[config.mk]
export PLATFORM = sky130hd
export DESIGN_NAME = wfifo_byte_mover
export DESIGN_NICKNAME = d
export VERILOG_FILES = /design/src/rtl/wfs_pkg.sv /design/src/rtl/wfs_word_fifo.sv /design/src/rtl/wfs_byte_packer.sv /design/src/rtl/wfs_byte_unpacker.sv /design/src/rtl/wfifo_byte_mover.sv
export SDC_FILE = /design/constraint.sdc
export NUM_CORES = 1
export LEC_CHECK = 0
export CAP_MARGIN = 20
export CORE_ASPECT_RATIO = 0.75
export CORE_UTILIZATION = 60
export CTS_BUF_LIST = sky130_fd_sc_hd__clkbuf_8 sky130_fd_sc_hd__clkbuf_16
export DETAILED_ROUTE_END_ITERATION = 10
export PLACE_DENSITY_LB_ADDON = 0.1
export SLEW_MARGIN = 30
export SYNTH_ARGS = -nofsm -noshare
export SYNTH_HDL_FRONTEND = slang
export SYNTH_HIERARCHICAL = 1
export SYNTH_SLANG_ARGS = --single-unit
[constraint.sdc]
create_clock -name clk -period 3.6 [get_ports clk]
set_input_delay 0.54 -clock clk [delete_from_list [all_inputs] [get_ports clk]]
set_output_delay 0.54 -clock clk [all_outputs]
set_load 0.02 [all_outputs]
[src/rtl/wfs_pkg.sv]
package wfs_pkg;
  // Occupancy flag group, one per direction; MSB first.
  typedef struct packed {
    logic avail;
    logic empty;
    logic full;
    logic thresh;
    logic active;
  } wfs_flags_t;
endpackage

[src/rtl/wfs_word_fifo.sv]
module wfs_word_fifo #(
  parameter int DATA_W = 32,
  parameter int DEPTH  = 16
) (
  input  logic                     clk,
  input  logic                     rst_n,
  input  logic                     push,
  input  logic [DATA_W-1:0]        wdata,
  input  logic                     pop,
  output logic [DATA_W-1:0]        rdata,
  output logic [$clog2(DEPTH):0]   level
);
  localparam int AW = $clog2(DEPTH);
  localparam logic [AW:0] FULL_L = (AW+1)'(DEPTH);

  logic [DATA_W-1:0] mem [DEPTH];
  logic [AW-1:0] wp_q, wp_d, rp_q, rp_d;
  logic [AW:0]   lvl_q, lvl_d;
  logic          do_push, do_pop;

  always_comb begin
    do_push = push && (lvl_q != FULL_L);
    do_pop  = pop && (lvl_q != '0);
    wp_d    = do_push ? wp_q + AW'(1) : wp_q;
    rp_d    = do_pop  ? rp_q + AW'(1) : rp_q;
    lvl_d   = lvl_q;
    if (do_push && !do_pop) lvl_d = lvl_q + (AW+1)'(1);
    if (do_pop && !do_push) lvl_d = lvl_q - (AW+1)'(1);
    rdata   = (lvl_q != '0) ? mem[rp_q] : '0;
    level   = lvl_q;
  end

  always_ff @(posedge clk) begin
    if (do_push) mem[wp_q] <= wdata;
  end

  always_ff @(posedge clk or negedge rst_n) begin
    if (!rst_n) begin
      wp_q  <= '0;
      rp_q  <= '0;
      lvl_q <= '0;
    end else begin
      wp_q  <= wp_d;
      rp_q  <= rp_d;
      lvl_q <= lvl_d;
    end
  end


  occ_bound_chk: assert property (@(posedge clk) disable iff (!rst_n)
    level <= FULL_L);

  push_full_chk: assert property (@(posedge clk) disable iff (!rst_n)
    (push && !pop && level == FULL_L) |=> level == FULL_L);

  pop_empty_chk: assert property (@(posedge clk) disable iff (!rst_n)
    (pop && !push && level == '0) |=> level == '0);
endmodule

[src/rtl/wfs_byte_packer.sv]
module wfs_byte_packer #(
  parameter int DATA_W = 32
) (
  input  logic              clk,
  input  logic              rst_n,
  input  logic              clr,
  input  logic              take,
  input  logic              last,
  input  logic [7:0]        byte_in,
  output logic              push,
  output logic [DATA_W-1:0] word_out
);
  localparam int LANES = DATA_W / 8;
  localparam int IW    = (LANES > 1) ? $clog2(LANES) : 1;

  logic [DATA_W-1:0] acc_q, acc_d;
  logic [IW-1:0]     idx_q, idx_d;

  always_comb begin
    word_out = acc_q;
    for (int i = 0; i < LANES; i++) begin
      if (idx_q == IW'(i)) word_out[i*8 +: 8] = byte_in;
    end
    push  = take && (last || idx_q == IW'(LANES-1));
    acc_d = acc_q;
    idx_d = idx_q;
    if (clr || (take && push)) begin
      acc_d = '0;
      idx_d = '0;
    end else if (take) begin
      acc_d = word_out;
      idx_d = idx_q + IW'(1);
    end
  end

  always_ff @(posedge clk or negedge rst_n) begin
    if (!rst_n) begin
      acc_q <= '0;
      idx_q <= '0;
    end else begin
      acc_q <= acc_d;
      idx_q <= idx_d;
    end
  end


  flush_restart_chk: assert property (@(posedge clk) disable iff (!rst_n)
    (take && last) |=> (idx_q == '0 && acc_q == '0));
endmodule

[src/rtl/wfs_byte_unpacker.sv]
module wfs_byte_unpacker #(
  parameter int DATA_W = 32
) (
  input  logic              clk,
  input  logic              rst_n,
  input  logic              clr,
  input  logic              fill,
  input  logic [DATA_W-1:0] word_in,
  input  logic              shift,
  output logic              has,
  output logic [7:0]        byte_out
);
  localparam int LANES = DATA_W / 8;
  localparam int CW    = $clog2(LANES + 1);

  logic [DATA_W-1:0] sh_q, sh_d;
  logic [CW-1:0]     left_q, left_d;

  always_comb begin
    sh_d   = sh_q;
    left_d = left_q;
    if (clr) begin
      left_d = '0;
    end else if (fill) begin
      sh_d   = word_in;
      left_d = CW'(LANES);
    end else if (shift) begin
      sh_d   = sh_q >> 8;
      left_d = left_q - CW'(1);
    end
    has      = (left_q != '0);
    byte_out = sh_q[7:0];
  end

  always_ff @(posedge clk or negedge rst_n) begin
    if (!rst_n) begin
      sh_q   <= '0;
      left_q <= '0;
    end else begin
      sh_q   <= sh_d;
      left_q <= left_d;
    end
  end
endmodule

[src/rtl/wfifo_byte_mover.sv]
module wfifo_byte_mover #(
  parameter int DATA_W = 32,
  parameter int DEPTH  = 16,
  parameter int LEN_W  = 16
) (
  input  logic              clk,
  input  logic              rst_n,
  input  logic              xfer_load,
  input  logic [LEN_W-1:0]  xfer_len,
  input  logic              xfer_rx,
  input  logic              xfer_en,
  input  logic              h_push,
  input  logic [DATA_W-1:0] h_wdata,
  input  logic              h_pop,
  output logic [DATA_W-1:0] h_rdata,
  input  logic              card_rdy,
  input  logic [7:0]        card_in_data,
  output logic              card_in_ack,
  output logic [7:0]        card_out_data,
  output logic              card_out_valid,
  input  logic              card_out_ready,
  output logic [LEN_W-1:0]  byte_left,
  output logic              eng_en,
  output logic              data_end,
  output logic [4:0]        stat_rx,
  output logic [4:0]        stat_tx
);
  import wfs_pkg::*;

  localparam int AW = $clog2(DEPTH);
  localparam logic [AW:0] FULL_L = (AW+1)'(DEPTH);
  localparam logic [AW:0] HALF_L = (AW+1)'(DEPTH / 2);

  logic [1:0] rs_q;
  logic       rst_ni;

  always_ff @(posedge clk or negedge rst_n) begin
    if (!rst_n) rs_q <= '0;
    else        rs_q <= {rs_q[0], 1'b1};
  end
  assign rst_ni = rs_q[1];

  logic [LEN_W-1:0]  cnt_q, cnt_d;
  logic              en_q, en_d, rx_q, rx_d, seen_q, seen_d;
  logic [AW:0]       level;
  logic [DATA_W-1:0] f_rdata, f_wdata, pk_word;
  logic              f_push, f_pop, f_full, f_empty;
  logic              pk_push, rx_go, tx_go, fire, tx_fill, u_has, show;
  logic [7:0]        u_byte;
  wfs_flags_t        grp;

  always_comb begin
    f_full         = (level == FULL_L);
    f_empty        = (level == '0);
    rx_go          = en_q && rx_q && (cnt_q != '0) && !xfer_load;
    tx_go          = en_q && !rx_q && (cnt_q != '0) && !xfer_load;
    card_in_ack    = rx_go && card_rdy && !f_full;
    card_out_valid = tx_go && u_has;
    card_out_data  = u_byte;
    fire           = card_out_valid && card_out_ready;
    tx_fill        = tx_go && !u_has && !f_empty;
    f_push         = pk_push || h_push;
    f_wdata        = pk_push ? pk_word : h_wdata;
    f_pop          = h_pop || tx_fill;
    h_rdata        = f_rdata;

    cnt_d = cnt_q;
    if (xfer_load && xfer_en)     cnt_d = xfer_len;
    else if (card_in_ack || fire) cnt_d = cnt_q - LEN_W'(1);
    en_d = en_q;
    if (xfer_load)                                en_d = xfer_en;
    else if (en_q && cnt_q == '0 && f_empty)      en_d = 1'b0;
    rx_d   = xfer_load ? xfer_rx : rx_q;
    seen_d = xfer_load ? xfer_en : seen_q;

    show       = en_q && !(cnt_q == '0 && f_empty);
    grp.active = 1'b1;
    grp.thresh = rx_q ? (level >= HALF_L) : (level <= HALF_L);
    grp.full   = f_full;
    grp.empty  = f_empty;
    grp.avail  = !f_empty;
    stat_rx    = (show && rx_q)  ? grp : '0;
    stat_tx    = (show && !rx_q) ? grp : '0;
    byte_left  = cnt_q;
    eng_en     = en_q;
    data_end   = seen_q && (cnt_q == '0);
  end

  always_ff @(posedge clk or negedge rst_ni) begin
    if (!rst_ni) begin
      cnt_q  <= '0;
      en_q   <= 1'b0;
      rx_q   <= 1'b0;
      seen_q <= 1'b0;
    end else begin
      cnt_q  <= cnt_d;
      en_q   <= en_d;
      rx_q   <= rx_d;
      seen_q <= seen_d;
    end
  end

  wfs_word_fifo #(.DATA_W(DATA_W), .DEPTH(DEPTH)) u_fifo (
    .clk(clk), .rst_n(rst_ni), .push(f_push), .wdata(f_wdata),
    .pop(f_pop), .rdata(f_rdata), .level(level)
  );

  wfs_byte_packer #(.DATA_W(DATA_W)) u_pack (
    .clk(clk), .rst_n(rst_ni), .clr(xfer_load), .take(card_in_ack),
    .last(cnt_q == LEN_W'(1)), .byte_in(card_in_data),
    .push(pk_push), .word_out(pk_word)
  );

  wfs_byte_unpacker #(.DATA_W(DATA_W)) u_unpack (
    .clk(clk), .rst_n(rst_ni), .clr(xfer_load), .fill(tx_fill),
    .word_in(f_rdata), .shift(fire), .has(u_has), .byte_out(u_byte)
  );


  cnt_step_chk: assert property (@(posedge clk) disable iff (!rst_ni)
    (card_in_ack || (card_out_valid && card_out_ready))
      |=> byte_left == $past(byte_left) - LEN_W'(1));

  en_clear_chk: assert property (@(posedge clk) disable iff (!rst_ni)
    ($fell(eng_en) && !$past(xfer_load)) |-> $past(byte_left) == '0);

  out_hold_chk: assert property (@(posedge clk) disable iff (!rst_ni)
    (card_out_valid && !card_out_ready && !xfer_load)
      |=> ((card_out_valid || xfer_load) && $stable(card_out_data)));
endmodule

==> run metrics, run 1 <==
status=finished with violations; failing checks=antenna violations; clock root buffer=clkbuf_16; largest net degree at the start of global routing=62; RSZ-0062 raised after global routing=true; Yosys reg bits=615; Post-Syn Area=25,590 sq um; Yosys warnings=6; share of cells above drive strength 1=0.2514; Post-synth EDFFs=512; max_slew headroom=0.3740; most used cell, CP=ha_2; Tmin final=3557 ps; # clock sinks=615; worst-path cell with the longest stage delay=or4_4; WP buf/inv=3; First DRT Iteration DRCs=1,383; final setup fails=0; Slew Viols, Final=0; Avg Vias per Cell=6.401; VDD IR max=0.7465 mV; max_cap viols=0; Worst Path Arrival=4040 ps; Startpoint Class=flip-flop; Inst Count DP=2,172; Final Hold Vio Count=0; Worst Tran Pin Value=938.0 ps; delay-heaviest family, CP=simple AND/OR/NAND/NOR gates; first-pass iteration count of the detailed router=5; fin nets=1,763; Worst Hold Class=in -> async; CP cell instances=or4_4, nor4_4, buf_4, nand2b_4, nor2_4, o21a_2, or2_4, a21boi_4, inv_2, ha_2, xor2_1, ha_2, inv_1, a32oi_1, a31oi_1, xnor2_1; top-count cell post-synth=edfxtp_1; Die H=180.9 um; cts hold-fix bufs=0; CTS Buf Count=56; skew final=28.76 ps; initial antenna violation count=2; fmax=0.2811 GHz; GRT Overall Usage=0.3047; crit path max fanout=5; Area growth syn-to-layout=19.24%; worst hold slack=102.6 ps; leak pwr=0.01121 uW; CTS tree=built; Commonest cells post-synth=edfxtp_1 (512), mux2i_1 (160), dfrtp_1 (103); # fillers=2,564; DRC violations left=0; DPL Wire Length=41,570 um; Distinct cells, synth=61; DR vias=14.75k; CP required=4080 ps; first-pass GRT wire length=95,990 um; Die Footprint=43,490 sq um; CP Capture Type=flip-flop; Worst-Skew Late Latency=600 ps; Routed WL=64,510 um; sequential share of the synthesized area=0.7015; Area contributors post-synth=edfxtp_1 (60%), dfrtp_1 (10%), mux2i_1 (6.3%); placed cell area=28,190 sq um; area of the core=42,050 sq um; cell count after synthesis=1,481; Final Cell Area=30,520 sq um; chip width=240.5 um; Initial Util=0.6087; row cnt=65; Placer Congestion=0.8415; post-synth top area share=0.6008; period utilization=0.9881; Synth area leader=edfxtp_1; top_reg_cell synth=edfxtp_1; Avg Cell Area, Syn=17.28 sq um; Reg clk slew, reported paths=70 ps; Crit Path Class=reg -> reg; H-tree lvl count=2; Avg WL per Cell=27.99 um; DRT antenna net count=1; CTS Buffer Depth=3; Top Ports=135; Finished Layout Cells=2,305; Post-Syn Nets=1,562; GR Overflow Total=0; PD cells=777.8 nW/um^2; number of global-route vias before repair=14.75k; CP max stage delay=600 ps; async set or reset register ratio after synthesis=0.1675; Port Buffer Count=134
area by class of cell:
class / instances / area (sq um) / area share
antenna: 6 / 15.01 / 0.0004920
clock buffer: 65 / 1536 / 0.05035
clock inverter: 41 / 336.6 / 0.01103
inverter: 16 / 60.06 / 0.001968
multi-input combinational: 749 / 7267 / 0.2381
sequential: 615 / 17970 / 0.5889
tap: 569 / 711.9 / 0.02333
timing repair buffer: 244 / 2619 / 0.08581
path summary, 6_finish.rpt:
kind / slack (ps) / end / depth (start not counted) / startpoint
min in group clk: 350 / rs_q[1] / 0 / rs_q[0]
hold / removal: 100 / rs_q[0] / 1 / rst_n
max in group asynchronous: 2500 / u_fifo/rp_q[1] / 1 / rs_q[1]
setup / recovery: 40 / u_fifo/level[4] / 16 / byte_left[6]
setup reg to reg: 40 / u_fifo/level[4] / 16 / byte_left[6]
hold reg to reg: 320 / u_pack/acc_q[16] / 0 / rs_q[1]
cell families after synthesis:
kind of cell,synth area share
xor+xnor,0.005818
simple gates,0.03486
mux,0.1491
fa+ha+maj,0.007822
compound gates,0.07026
flops,0.7015
buf+inv,0.03051
other cells,0.0001465
metrics by stage:
stage,power (uW),TNS (ps),setup slack (ps),util
2_1_floorplan,14020,-39980,-385.6,-
3_3_place_gp,17170,0,174.9,0.6705
3_5_place_dp,17290,0,159.8,0.6705
4_1_cts,23720,0,4.710,0.7232
5_1_grt,24540,-50.90,-50.90,0.7254
6_report,23740,0,42.96,0.7258
worst reg2reg max path: stages (launching register included):
cell and delay [ps]:
dfrtp_2 430, or4_4 600, nor4_4 400, buf_4 180
nand2b_4 150, nor2_4 60, o21a_2 130, or2_4 220
a21boi_4 140, inv_2 70, ha_2 190, xor2_1 150
ha_2 210, inv_1 50, a32oi_1 220, a31oi_1 130
xnor2_1 140
layout by cell type (no fill, tap or decap), drive strengths merged, types with 3 or more instances in the layout:
cell and count:
edfxtp 512, a21oi 28, or2 8, mux2i 160
or3 8, o311ai 6, o31ai 5, nand2b 9
ha 16, nand2 58, nand3 11, bufinv 6
nor3 13, nor2 34, clkinv 17, or4 11
dlygate4sd2 15, a22o 41, a31oi 8, xnor2 9
inv 33, dlymetal6s2s 16, clkbuf 65, mux4 64
a22oi 64, and2 4, xor2 8, nor2b 4
a211o 3, clkdlybuf4s50 103, nor4 4, o22ai 80
dfrtp 103, o21ai 6, mux2 68, diode 6
buf 108
timing repair:
action | CTS | global route
cloned | 2 | 0
resized for setup | 44 | 18
pin swaps | 2 | 1
setup buffers | 13 | 6
setup endpoints to repair | 39 | 23
state kept, by name (all words and copies together) (netlist names), 3 cells and up:
register	count
u_unpack/sh_q	32
u_fifo/rp_q	4
byte_left	16
u_fifo/mem	512
u_pack/acc_q	32
u_unpack/left_q	3
u_fifo/wp_q	4
u_fifo/level	5
power by group:
part	switching (uW)	internal, uW
logic	5000	3780
clock network	2550	3460
registers	444	8510
per-layer routing:
layer,vias to the layer above,track usage,share of wire
met2,641,0.4670,0.47
met1,7696,0.4601,0.43
li1,6333,-,-
met4,0,0.08229,0.024
met3,84,0.04736,0.075
met5,-,0,0
Power figures use the tool's default switching activity.
==> run 2: changes to the inputs <==
- PLACE_DENSITY: unset -> 0.85
- PLACE_DENSITY_LB_ADDON: 0.1 -> unset
- SLEW_MARGIN: 30 -> 20
==> run 2 against run 1 <==
- the flow now finishes without violations
- first-iteration DRC count increased by 13%
- critical path type is now reg -> out
- clock-buffer cell count decreased by 8
- die area unchanged
- sequential cell count did not move
- critical path depth decreased by 10
- critical endpoint is now h_rdata[25]
- total power fell by 0.52%
- highest routed layer is now met5
==> run metrics, run 2 (same netlist as run 1, synthesis figures left out) <==
status=complete, no violations; chip width=240.5 um; WP buf/inv=3; period utilization=0.9874; sum of negative setup slack=0 ps; max reg flops=512; fin nets=1,754; CTS tree=built; crit path max fanout=12; Worst Hold Class=in -> async; Slew Viols, Final=0; CTS Buf Count=56; commonest non-fill, non-tap cell in the layout=edfxtp_1; DRC violations left=0; sw power=8142 uW; final setup fails=0; final setup margin=45.45 ps; Worst-Skew Late Latency=600 ps; DR vias=15.05k; largest registers=u_fifo/mem x512, u_pack/acc_q x32, u_unpack/sh_q x32; First DRT Iteration DRCs=1,564; # fillers=2,462; Die Footprint=43,490 sq um; DPL Wire Length=40,990 um; H-tree lvl count=2; Avg Vias per Cell=6.570; CP Capture Type=output pin; Startpoint Class=flip-flop; Final Hold Vio Count=0; Comb power frac=0.368; Area growth syn-to-layout=18.14%; clock root buffer=clkbuf_16; largest net degree at the start of global routing=38; number of global-route vias before repair=15.35k; clock power share=0.250; sequential share of power=0.382; DRT antenna net count=0; initial antenna violation count=3; Top Ports=135; PD cells=781.0 nW/um^2; GR Overflow Total=0; CP max stage delay=580 ps; R2R cell count=9; Most flops, register=u_fifo/mem; row cnt=65; CP cell instances=buf_12, buf_4, mux4_2, mux2i_2, o22ai_2, clkdlybuf4s50_1; fmax=0.2813 GHz; Routed WL=65,070 um; Port Buffer Count=134; max_slew headroom=0.2572; share of cells above drive strength 1=0.2519; Initial Util=0.6087; Avg WL per Cell=28.40 um; Crit Path Class=reg -> out; GRT Overall Usage=0.3035; Worst Path Arrival=3010 ps; Int Pwr=15,470 uW; CTS Buffer Depth=3; leak pwr=0.01099 uW; area of the core=42,050 sq um; Placer Congestion=0.8698; cts hold-fix bufs=0; first-pass iteration count of the detailed router=5; Reg clk slew, reported paths=60 ps; Die H=180.9 um; # clock sinks=615; skew final=27.35 ps; delay-heaviest family, CP=buffers and inverters; Finished Layout Cells=2,291; Switching Fraction=0.3448; worst-path cell with the longest stage delay=clkdlybuf4s50_1; first-pass GRT wire length=96,080 um; CP required=3060 ps; CP Depth=6; Inst Count DP=2,170; slack of the worst reg-to-reg path=170 ps; commonest cells after routing, fill and taps aside=edfxtp_1 (512), mux2i_1 (149), clkdlybuf4s50_1 (103), dfrtp_1 (94), buf_4 (78); Tmin final=3555 ps; VDD IR max=0.6140 mV; Worst Tran Pin Value=1112 ps; RSZ-0062 raised after global routing=false; DP Worst Slack=26.43 ps; max_cap viols=0
-- run 2: cell types whose count changed in the layout (fill, tap and decap cells not counted), sizes merged --
cell          delta
dlymetal6s2s     -3
bufbuf           -2
dlygate4sd2      +2
clkbuf           -7
clkinv           +5
diode            -3
buf              -8
clkinvlp         +4
nor2             +1
inv              -3
-- run 2: repair_timing --
item                                   in CTS  in global routing
pin swaps                                   2                  0
gates cloned                                1                  0
endpoints found under the hold margin       0                  0
resized for setup                          52                 20
setup buffers                               9                  1
setup endpoints to repair                  38                 17
-- run 2: power groups by stage --
| stage | registers [uW] | clock network [uW] | logic [uW] |
|---|---|---|---|
| 3_3_place_gp | 9120 | 0 | 7960 |
| 4_1_cts | 9020 | 5960 | 8560 |
| 2_1_floorplan | 8900 | 0 | 5120 |
| 3_5_place_dp | 9170 | 0 | 8130 |
| 6_report | 9010 | 5910 | 8700 |
| 5_1_grt | 9060 | 6230 | 9030 |
-- run 2: layer usage --
layer	up-vias	GRT usage	routed length (um)
li1	6318	-	-
met1	7749	0.4129	24720
met2	820	0.4920	31880
met3	162	0.05027	5665
met4	4	0.1233	2774
met5	-	0	25
-- run 2: metrics by stage --
step           total power (uW)  hold slack (ps)  instance area [sq um]    util
6_report                  23610            113.3                  30240  0.7191
5_1_grt                   24320            106.6                  30230  0.7189
4_1_cts                   23540            99.82                  30100  0.7158
3_5_place_dp              17300            287.0                  28030  0.6667
3_3_place_gp              17090            286.8                  28030  0.6667
2_1_floorplan             14020            244.4                  25870       -
-- run 2: area by class of cell --
type,instances,area [sq um],area share
Tap cell,569,711.9,0.02355
Multi-Input combinational cell,750,7306,0.2416
Timing Repair Buffer,234,2365,0.07821
Clock buffer,57,1426,0.04718
Inverter,16,60.06,0.001986
Clock inverter,47,387.9,0.01283
Sequential cell,615,17970,0.5944
Antenna cell,3,7.507,0.0002483
-- run 2: path summary, 6_finish.rpt --
kind | from | to
min in group clk | rs_q[0] | rs_q[1]
max reg2reg | byte_left[6] | u_fifo/mem[10][23]
min | rst_n | rs_q[1]
min reg2reg | rs_q[1] | u_pack/acc_q[17]
max in group asynchronous | rs_q[1] | u_unpack/sh_q[1]
max | u_fifo/rp_q[1] | h_rdata[25]
==> run 3: changes to the inputs <==
- CAP_MARGIN: 20 -> 30
==> run 3 against run 2 <==
- clock power increased by 2%
- final area increased by 0.47%
- die area unchanged
- fmax increased by 0.27%
- register-to-register slack about the same
- worst setup slack improved by 9.6 ps
- via count increased by 0.68%
- sequential power decreased by 0.4%
- sequential cell count unchanged
- combinational power increased by 1%
- clock skew decreased by 6.1 ps
- wire length increased by 0.88%
==> run metrics, run 3 (same netlist as run 1, synthesis figures left out) <==
number of global-route vias before repair=15.39k; R2R cell count=14; Avg WL per Cell=28.58 um; max_slew headroom=0.4243; DRC violations left=0; leak pwr=0.01105 uW; Reg clk slew, reported paths=60 ps; GR Overflow Total=0; CP Capture Type=output pin; H-tree lvl count=2; status=complete, no violations; DR vias=15.16k; CTS Buffer Depth=3; Worst-Skew Late Latency=600 ps; first-pass GRT wire length=97,030 um; VDD IR max=0.7944 mV; skew final=21.20 ps; Placer Congestion=0.8698; max reg flops=512; Slew Viols, Final=0; Final Cell Area=30,380 sq um; DP Worst Slack=156.9 ps; Routed WL=65,640 um; Area growth syn-to-layout=18.70%; fin nets=1,758; area of the core=42,050 sq um; Port Buffer Count=134; FF-to-FF End=u_fifo/level[2]; max_cap viols=0; Tmin final=3545 ps; share of cells above drive strength 1=0.2552; Avg Vias per Cell=6.598; commonest cells after routing, fill and taps aside=edfxtp_1 (512), mux2i_1 (149), clkdlybuf4s50_1 (104), dfrtp_1 (94), buf_4 (80); commonest non-fill, non-tap cell in the layout=edfxtp_1; initial antenna violation count=2; final setup fails=0; Total Power=23,820 uW; largest net degree at the start of global routing=38; GRT Overall Usage=0.3061; placed cell area=28,160 sq um; Most flops, register=u_fifo/mem; Worst Hold Class=in -> async; CTS tree=built; Initial Util=0.6087; # clock sinks=615; Worst Path Arrival=3000 ps; CP required=3060 ps; DRT antenna net count=0; Final Hold Vio Count=0; Startpoint Class=flip-flop; slack of the worst reg-to-reg path=170 ps; worst hold slack=111.2 ps; clock root buffer=clkbuf_16; final setup margin=55.08 ps; Crit Path Class=reg -> out; crit path max fanout=6; Finished Core Util=0.7225; period utilization=0.9847; chip width=240.5 um; Top Ports=135; DPL Wire Length=41,490 um; first-pass iteration count of the detailed router=5; # fillers=2,464; largest registers=u_fifo/mem x512, u_pack/acc_q x32, u_unpack/sh_q x32; Die H=180.9 um; fmax=0.2821 GHz; row cnt=65; PD cells=784.2 nW/um^2; Die Footprint=43,490 sq um; First DRT Iteration DRCs=1,794; r2r startpoint=byte_left[6]; Worst Tran Pin Value=862.6 ps; CTS Buf Count=56
==> run 3: cell count changes in the layout (fill, tap and decap cells not counted), moves of 3 or more <==
cell / delta
clkinv_4: -3
clkbuf_8: +4
clkinv_2: -3
o22ai_2: +3
==> run 3: layout make-up <==
type	instances	area [sq um]	area share
multi-input combinational	750	7311	0.2407
timing repair buffer	238	2432	0.08007
antenna	4	10.01	0.0003295
sequential	615	17970	0.5916
inverter	16	60.06	0.001977
clock buffer	61	1481	0.04877
tap	569	711.9	0.02344
clock inverter	44	400.4	0.01318
==> run 3: through the flow <==
step / setup TNS, ps / std cells
3_5_place_dp: 0 / 2175
3_3_place_gp: 0 / 2170
6_report: 0 / 2297
2_1_floorplan: -39980 / 1481
4_1_cts: -170.4 / 2290
5_1_grt: -7.971 / 2293
==> run 3: worst max path at each step <==
stage                   start          endpoint  slack, ps  cells after the start
2_1_floorplan    byte_left[1]   u_fifo/level[4]       -390                     21
3_3_place_gp        xfer_load  u_fifo/mem[9][4]         80                     10
3_5_place_dp     byte_left[1]   u_fifo/level[2]        160                     15
4_1_cts        u_fifo/rp_q[1]       h_rdata[11]        -90                      6
5_1_grt        u_fifo/rp_q[1]       h_rdata[21]         -8                      6
6_report       u_fifo/rp_q[1]       h_rdata[17]         60                      6
==> run 3: power by group <==
group | leakage, uW | total (uW) | switching, uW | internal [uW]
sequential | 0.00596 | 8970 | 465 | 8510
combinational | 0.00414 | 8800 | 5110 | 3690
clock | 0.000957 | 6050 | 2590 | 3470
==> run 3: worst max-delay path, cell delays in order (launching register included) <==
cell and delay [ps]:
dfrtp_4 500, buf_4 200, buf_12 130, mux4_2 510
mux2i_2 280, o22ai_2 210, clkdlybuf4s50_1 580
==> run 3: per-layer routing <==
layer  vias to the layer above  wire length (um)  global-route usage
met2                       909             32420              0.4974
met1                      7782             24860              0.4167
met3                       137              5853             0.05271
met4                         0              2509              0.1180
li1                       6327                 -                   -
met5                         -                 0                   0
==> run 3: timing repair <==
| item | in CTS | in global routing |
|---|---|---|
| pin swaps | 2 | 0 |
| gates cloned | 1 | 0 |
| resized for setup | 52 | 17 |
| setup endpoints to repair | 39 | 17 |
| setup buffers | 9 | 3 |
| hold buffers | 0 | 0 |
